===== config.mk =====
export PLATFORM = sky130hd
export DESIGN_NAME = pwm_bank
export DESIGN_NICKNAME = d
export VERILOG_FILES = /design/src/rtl/pwm_bank_pkg.sv /design/src/rtl/pwm_tick_gen.sv /design/src/rtl/pwm_cfg_regs.sv /design/src/rtl/pwm_chan_cmp.sv /design/src/rtl/pwm_bank.sv
export SDC_FILE = /design/constraint.sdc
export NUM_CORES = 1
export LEC_CHECK = 0
export BUFFER_PORTS_ARGS = -buffer_cell sky130_fd_sc_hd__buf_4
export CELL_PAD_IN_SITES_DETAIL_PLACEMENT = 1
export CELL_PAD_IN_SITES_GLOBAL_PLACEMENT = 2
export CORE_UTILIZATION = 30
export CTS_CLUSTER_SIZE = 14
export DETAILED_ROUTE_END_ITERATION = 10
export PLACE_DENSITY = 0.58
export SLEW_MARGIN = 20
export SYNTH_ARGS = -nofsm -noshare
export SYNTH_HDL_FRONTEND = slang
export SYNTH_SLANG_ARGS = --single-unit

===== constraint.sdc =====
create_clock -name clk -period 2.85 [get_ports clk]
set_input_delay 0 -clock clk [delete_from_list [all_inputs] [get_ports clk]]
set_output_delay 0 -clock clk [all_outputs]
set_load 0.05 [all_outputs]

===== src/rtl/pwm_bank_pkg.sv =====
package pwm_bank_pkg;
    // register address map of the write port
    localparam int unsigned PS_LO_ADDR    = 0;
    localparam int unsigned PS_HI_ADDR    = 1;
    localparam int unsigned CMP_BASE_ADDR = 2;
endpackage


===== src/rtl/pwm_tick_gen.sv =====
module pwm_tick_gen #(
    parameter int CNT_W = 8,
    parameter int PS_W  = 8
) (
    input  logic             clk,
    input  logic             rst_n,
    input  logic             run,
    input  logic [PS_W-1:0]  ps_act,
    output logic [CNT_W-1:0] cnt,
    output logic [PS_W-1:0]  div,
    output logic             wrap
);
    localparam logic [CNT_W-1:0] CNT_TOP = '1;

    typedef struct packed {
        logic [PS_W-1:0]  div;
        logic [CNT_W-1:0] cnt;
    } tick_st_t;

    tick_st_t st_d, st_q;
    logic     tick;

    always_comb begin
        st_d = st_q;
        tick = run && (st_q.div == ps_act);
        wrap = tick && (st_q.cnt == CNT_TOP);
        if (!run) begin
            st_d = '0;
        end else if (tick) begin
            st_d.div = '0;
            st_d.cnt = st_q.cnt + 1'b1;
        end else begin
            st_d.div = st_q.div + 1'b1;
        end
    end

    always_ff @(posedge clk or negedge rst_n) begin
        if (!rst_n) st_q <= '0;
        else        st_q <= st_d;
    end

    assign cnt = st_q.cnt;
    assign div = st_q.div;
endmodule


===== src/rtl/pwm_cfg_regs.sv =====
module pwm_cfg_regs
    import pwm_bank_pkg::*;
#(
    parameter int NUM_CH = 4,
    parameter int CNT_W  = 8,
    parameter int PS_W   = 8,
    parameter int ADDR_W = 3
) (
    input  logic                         clk,
    input  logic                         rst_n,
    input  logic                         wr_en,
    input  logic [ADDR_W-1:0]            wr_addr,
    input  logic [CNT_W-1:0]             wr_data,
    input  logic                         load,
    output logic [PS_W-1:0]              ps_act,
    output logic [NUM_CH-1:0][CNT_W-1:0] cmp_act
);
    localparam int NIB_W = PS_W / 2;
    localparam logic [ADDR_W-1:0] A_LO = ADDR_W'(PS_LO_ADDR);
    localparam logic [ADDR_W-1:0] A_HI = ADDR_W'(PS_HI_ADDR);

    typedef struct packed {
        logic [PS_W-1:0]              ps_stage;
        logic [NUM_CH-1:0][CNT_W-1:0] cmp_stage;
        logic [PS_W-1:0]              ps_live;
        logic [NUM_CH-1:0][CNT_W-1:0] cmp_live;
    } cfg_st_t;

    cfg_st_t st_d, st_q;

    always_comb begin
        st_d = st_q;
        // live copy takes the staging copy as it stood before this cycle's write
        if (load) begin
            st_d.ps_live  = st_q.ps_stage;
            st_d.cmp_live = st_q.cmp_stage;
        end
        if (wr_en) begin
            if (wr_addr == A_LO)
                st_d.ps_stage[NIB_W-1:0] = wr_data[NIB_W-1:0];
            if (wr_addr == A_HI)
                st_d.ps_stage[PS_W-1:NIB_W] = wr_data[NIB_W-1:0];
            for (int k = 0; k < NUM_CH; k++) begin
                if (wr_addr == ADDR_W'(CMP_BASE_ADDR + k))
                    st_d.cmp_stage[k] = wr_data;
            end
        end
    end

    always_ff @(posedge clk or negedge rst_n) begin
        if (!rst_n) st_q <= '0;
        else        st_q <= st_d;
    end

    assign ps_act  = st_q.ps_live;
    assign cmp_act = st_q.cmp_live;
endmodule


===== src/rtl/pwm_chan_cmp.sv =====
module pwm_chan_cmp #(
    parameter int CNT_W = 8
) (
    input  logic             en,
    input  logic [CNT_W-1:0] cnt,
    input  logic [CNT_W-1:0] cmp,
    output logic             out
);
    always_comb begin
        out = en && (cnt <= cmp);
    end
endmodule


===== src/rtl/pwm_bank.sv =====
module pwm_bank
    import pwm_bank_pkg::*;
#(
    parameter int NUM_CH = 4,
    parameter int CNT_W  = 8,
    parameter int PS_W   = 8,
    parameter int ADDR_W = 3
) (
    input  logic              clk,
    input  logic              rst_n,
    input  logic              wr_en,
    input  logic [ADDR_W-1:0] wr_addr,
    input  logic [CNT_W-1:0]  wr_data,
    input  logic [NUM_CH-1:0] chan_en,
    output logic [NUM_CH-1:0] pwm_out
);
    logic                         run;
    logic                         period_wrap;
    logic                         cfg_load;
    logic [CNT_W-1:0]             tick_cnt;
    logic [PS_W-1:0]              tick_div;
    logic [PS_W-1:0]              ps_act;
    logic [NUM_CH-1:0][CNT_W-1:0] cmp_act;

    always_comb begin
        run      = |chan_en;
        cfg_load = period_wrap || !run;
    end

    pwm_tick_gen #(.CNT_W(CNT_W), .PS_W(PS_W)) u_tick (
        .clk    (clk),
        .rst_n  (rst_n),
        .run    (run),
        .ps_act (ps_act),
        .cnt    (tick_cnt),
        .div    (tick_div),
        .wrap   (period_wrap)
    );

    pwm_cfg_regs #(.NUM_CH(NUM_CH), .CNT_W(CNT_W), .PS_W(PS_W), .ADDR_W(ADDR_W)) u_cfg (
        .clk     (clk),
        .rst_n   (rst_n),
        .wr_en   (wr_en),
        .wr_addr (wr_addr),
        .wr_data (wr_data),
        .load    (cfg_load),
        .ps_act  (ps_act),
        .cmp_act (cmp_act)
    );

    for (genvar g = 0; g < NUM_CH; g++) begin : g_chan
        pwm_chan_cmp #(.CNT_W(CNT_W)) u_cmp (
            .en  (chan_en[g]),
            .cnt (tick_cnt),
            .cmp (cmp_act[g]),
            .out (pwm_out[g])
        );
    end
endmodule


### Word-level counts from Yosys, hierarchy flattened

Cells that the tools add are included.

| cells by class | value |
|---|---|
| $add $sub $neg | 2 |
| multiply operators | 0 |
| div/mod/pow operators | 0 |
| $lt $le $gt $ge | 4 |
| equality and inequality tests | 8 |
| shift-type cells | 0 |
| muxes and demuxes | 3 |
| bitwise gates (word level) | 0 |
| reductions and logical operators | 16 |

Operator list:

| cell | number |
|---|---|
| 8-bit less-or-equal comparator | 4 |
| 8-bit by 1-bit adder with 8-bit output (second input constant) | 2 |
| 16-bit 2-to-1 mux | 1 |
| 8-bit 2-to-1 mux | 2 |
| 2-bit AND reduction | 6 |
| 8-bit == test | 1 |
| 8-bit == test (second input constant) | 1 |
| 3-bit by 2-bit == test with 1-bit output (second input constant) | 2 |
| 3-bit == test (second input constant) | 2 |
| 1-bit logical AND | 6 |
| 4-bit OR reduction | 1 |
| 3-bit by 1-bit == test with 1-bit output (second input constant) | 1 |
| 3-bit logical NOT | 1 |
| 2-bit inequality test (second input constant) | 1 |
| 1-bit logical NOT | 1 |
| 1-bit logical OR | 1 |

| storage, ports and cells | value |
|---|---|
| register bits | 96 |
| latch bits | 0 |
| memory bits (writable) | 0 |
| bits in read-only memories | 0 |
| input bits | 18 |
| memories | 0 |

### Depth between registers and ports, before layout

| depth | value |
|---|---|
| depth in word-level cells | 4 |
| gate-level depth with buffers | 7 |
| mapped depth without buffers | 6 |

### Hierarchy

Synthesis repeated with hierarchy kept, for this count alone.

| unflattened totals | value |
|---|---|
| cells, all modules | 420 |
| area total of the unflattened synthesis | 5152.4 µm² |

By module, submodules not included:

| module | instances | cells an instance | area an instance (µm²) | sequential area each (µm²) |
|---|---|---|---|---|
| pwm_cfg_regs | 1 | 212 | 3397.0 | 2001.9 |
| pwm_tick_gen | 1 | 91 | 920.9 | 400.4 |
| pwm_chan_cmp at g_chan[0].u_cmp ... | 3 | 29 | 205.2 | 0.0 |
| pwm_chan_cmp at g_chan[2].u_cmp | 1 | 28 | 201.4 | 0.0 |
| pwm_bank | 1 | 2 | 17.5 | 0.0 |

### Least setup slack after synthesis

No wires, ideal clock.

| path | value |
|---|---|
| kind | register -> register |
| start | register u_tick.st_q (netlist bit u_tick.div[2]) |
| end | register u_cfg.st_q (netlist bit u_cfg.cmp_act[0]) |
| setup time | 125 ps |
| arrival time | 1720 ps |
| setup slack | 1005 ps |
| cell stages (with the launch flop) | 6 |
| period minus slack after synthesis | 1845 ps |
| cells stage by stage | dfrtp_1 -> xor2_1 -> nor4_4 -> a31oi_4 -> buf_6 -> mux2_4 |

| between the ends | value |
|---|---|
| word-level cells in the longest chain between the ends | 4 |

RTL lines:

| item | line | text |
|---|---|---|
| from (decl) | pwm_tick_gen.sv:20 | `tick_st_t st_d, st_q;` |
| from (signal assigned) | pwm_tick_gen.sv:39 | `else st_q <= st_d;` |
| 8-bit == test | pwm_tick_gen.sv:25 | `tick = run && (st_q.div == ps_act);` |
| 1-bit logical AND | pwm_tick_gen.sv:25 |  |
| 1-bit logical AND | pwm_tick_gen.sv:26 | `wrap = tick && (st_q.cnt == CNT_TOP);` |
| 1-bit logical OR | pwm_bank.sv:27 | `cfg_load = period_wrap \|\| !run;` |
| to (signal assigned) | pwm_cfg_regs.sv:52 | `else st_q <= st_d;` |
| to (decl) | pwm_cfg_regs.sv:29 | `cfg_st_t st_d, st_q;` |

No other way between the ends.
A chain may end at the register's enable or synchronous reset.

### Worst setup path after layout

| path | value |
|---|---|
| start | register u_tick.st_q (netlist bit u_tick.div[2]) |
| end | register u_cfg.st_q (netlist bit u_cfg.cmp_act[19]) |

The elaborated chain is that of the path after synthesis.

==> run summary <==
Crit path DAT - 2.52 ns
Mapped Cells - 389
YS warnings - 0
Number of synthesized flops with an enable pin - 0
Yosys cell types - 40
H-tree levels - 3
Reg clk slew, reported paths - 0.06 ns
CTS Buf Count - 9
Internal power - 3.23 mW
GP Congestion - 0.707
Synth-to-layout area growth - 15.6%
Switching power - 1.50 mW
Clk sinks - 96
Worst Path Max Fanout - 40
ANT nets after route - 0
Fin. max-slew vios - 0
Pwr per Cell Area - 823 mW/mm²
CP Buf/Inv Count - 2
Post-CTS resize count - 0
Core Region - 0.0161 mm²
Clk_lat worst skew - 0.35 ns
Final WS setup - 0.562 ns
Max Freq - 0.437 GHz
Cells after DPL - 623
Async SR Flop Fraction - 100%
Hold_sp - wr_addr[1]
Total track usage - 14.7%
Most frequent CP cell - buf_4
Row count - 46
Critical path's slowest cell - buf_4
Synth Flop Type - dfrtp_1
Reg2reg end - u_cfg.cmp_act[19]
Crit path largest cell delay - 0.64 ns
Drt pass-1 iters - 4
Final setup vio count - 0
Power share of the sequential group - 43.2%
Max Root-Sink Buffers - 2
GRT overflow - 0
Final Hold Fails - 0
Worst hold path class - input pin to register
DP Worst Slack - 0.539 ns
MaxCap Viol Count - 0
Part of the power in the clock network - 25.8%
Worst EP required - 3.08 ns
Cell area after layout - 0.00575 mm²
Die Y-Extent - 131 µm
Fin util - 35.8%
Die ar. - 0.0171 mm²
Synth top area share - 48.3%
Status - finished, final reports clean
Routed vias/inst - 4.71
Hold Crit Endpoint - u_cfg.st_q[75]
Nets - 479
Register area share after synthesis - 48.3%
Root Driver - clkbuf_16
Fin Setup TNS - 0 ns
Finished Layout Cells - 648
Via count - 3054
HPWL Detailed - 7970 µm
Min-Delay Path Depth - 3
Number of I/O pins - 22
Max VDD drop - 0.000303 V
Die Wd - 131 µm
Mapped Nets - 441
Port Buffers - 21
CTS tree - done
Initial Util - 31.0%
Reg-to-Reg Start - u_tick.div[2]
Share of layout cells above drive strength 1 - 31.7%
# diodes - 0
Area after DPL - 0.00537 mm²
Final min period - 2.29 ns
Post-synth top area cell - dfrtp_1
Period utilisation layout - 80.3%
Worst Skew - 0.00718 ns
RSZ-0062 raised after global routing - no
Startpoint types - register
Actual slew at the worst max-slew pin - 0.826 ns
Worst reg2reg path depth - 6
Fin Hold WS - 0.132 ns
Mapped Avg Cell Area - 12.8 µm²
Sw Share - 31.7%
Post-Syn Area - 0.00497 mm²
DRT iter0 DRCs - 114
Critical path's top delay family - buffers and inverters
Top cells by count, synth - 96 x dfrtp_1, 40 x mux2_2, 40 x mux2_4
Pleak - 2.74 nW
Overall Power - 4.73 mW
Comb pwr share - 30.9%
WS Path Type - register to register
Largest net degree at the start of global routing - 58
Worst path cell trace - xor2_1 > nor4_4 > buf_4 > a31oi_4 > buf_4 > mux2_4
DRC violations left - 0
Relative slew slack - 44.7%
Avg WL per Cell - 17.0 µm
Vias in the first global route - 3340
First-pass GRT wire length - 18200 µm
Crit path capture type - register
Most common cell in the netlist - dfrtp_1
Area contributors post-synth - dfrtp_1 48%, mux2_4 12%, mux2_2 9.1%, ha_1 8.6%, inv_1 2.7%
Seq cells post-synth - 96
Initial antenna violation count - 0
Final wirelength - 11000 µm
R2r setup slk - 0.56 ns
[cells by family after synthesis]
logic type                 after synthesis  share of synthesized area (%)
muxes                                   81                           21.3
AOI/OAI and AO/OA                       41                           5.81
and+or+nand+nor                         76                           8.95
DFF                                     96                           48.3
adders and majority gates               34                           8.55
xor gates and xnor gates                14                           2.46
buffers and inverters                   47                           4.60
[cell usage in the layout (no fill, tap or decap), types with 4 or more instances in the layout]
master	n
mux2_4	40
nor3_1	12
clkbuf_1	4
xor2_1	13
a31oi_1	4
nand2_1	12
nor2_1	13
dlygate4sd3_1	9
clkbuf_16	9
nand4_1	7
inv_1	36
dfrtp_1	96
o21ai_0	6
a31o_2	5
mux2_2	40
ha_1	34
nand3_1	15
a21oi_1	12
buf_4	29
[worst reg2reg max path, stage by stage (launching register included)]
cell and delay, ns:
dfrtp_1 0.45, xor2_1 0.29, nor4_4 0.09, buf_4 0.18, a31oi_4 0.15, buf_4 0.64
mux2_4 0.36
[state kept, by name, summed over array words and instances, names as in the netlist]
name / count
u_cfg.cmp_act: 32
u_cfg.ps_act: 8
u_cfg.st_q: 40
u_tick.cnt: 8
u_tick.div: 8
[layout make-up]
class,count,area [µm²]
clock buffer,14,254
clock inverter,2,38.8
fill,1718,10300
inverter,36,135
multi-input combinational,246,2340
sequential,96,2400
tap,216,270
timing repair buffer,38,308
[per-layer routing]
layer | track usage [%] | share of wire [%] | vias up
met1 | 18.9 | 48 | 1546
met3 | 3.83 | 3.3 | 11
li1 | - | - | 1456
met2 | 24.0 | 48 | 41
met4 | 4.67 | 1.3 | 0
met5 | 0 | 0 | -
[power by group through the flow]
stage | sequential (mW) | combinational, mW | clock (mW)
2_1_floorplan | 1.98 | 1.15 | 0
3_3_place_gp | 2.07 | 1.43 | 0
3_5_place_dp | 2.07 | 1.48 | 0
4_1_cts | 2.05 | 1.50 | 1.27
5_1_grt | 2.11 | 1.65 | 1.33
6_report | 2.05 | 1.46 | 1.22
[worst max-delay path by stage]
stage | from | endpoint | slack (ns) | depth (start not counted)
floorplan | u_tick.div[2] | u_cfg.cmp_act[0] | 1.00 | 5
global placement | u_tick.div[5] | u_cfg.cmp_act[10] | 0.55 | 6
detailed placement | u_tick.div[5] | u_cfg.cmp_act[3] | 0.54 | 6
CTS | u_tick.div[5] | u_cfg.cmp_act[19] | 0.52 | 6
global route | u_tick.div[5] | u_cfg.cmp_act[19] | 0.41 | 6
finish | u_tick.div[2] | u_cfg.cmp_act[19] | 0.56 | 6
[repair_timing]
action,CTS,global route
hold buffers,9,0
buffers inserted,0,0
hold endpoints to repair,95,0
Power figures use the tool's default switching activity.
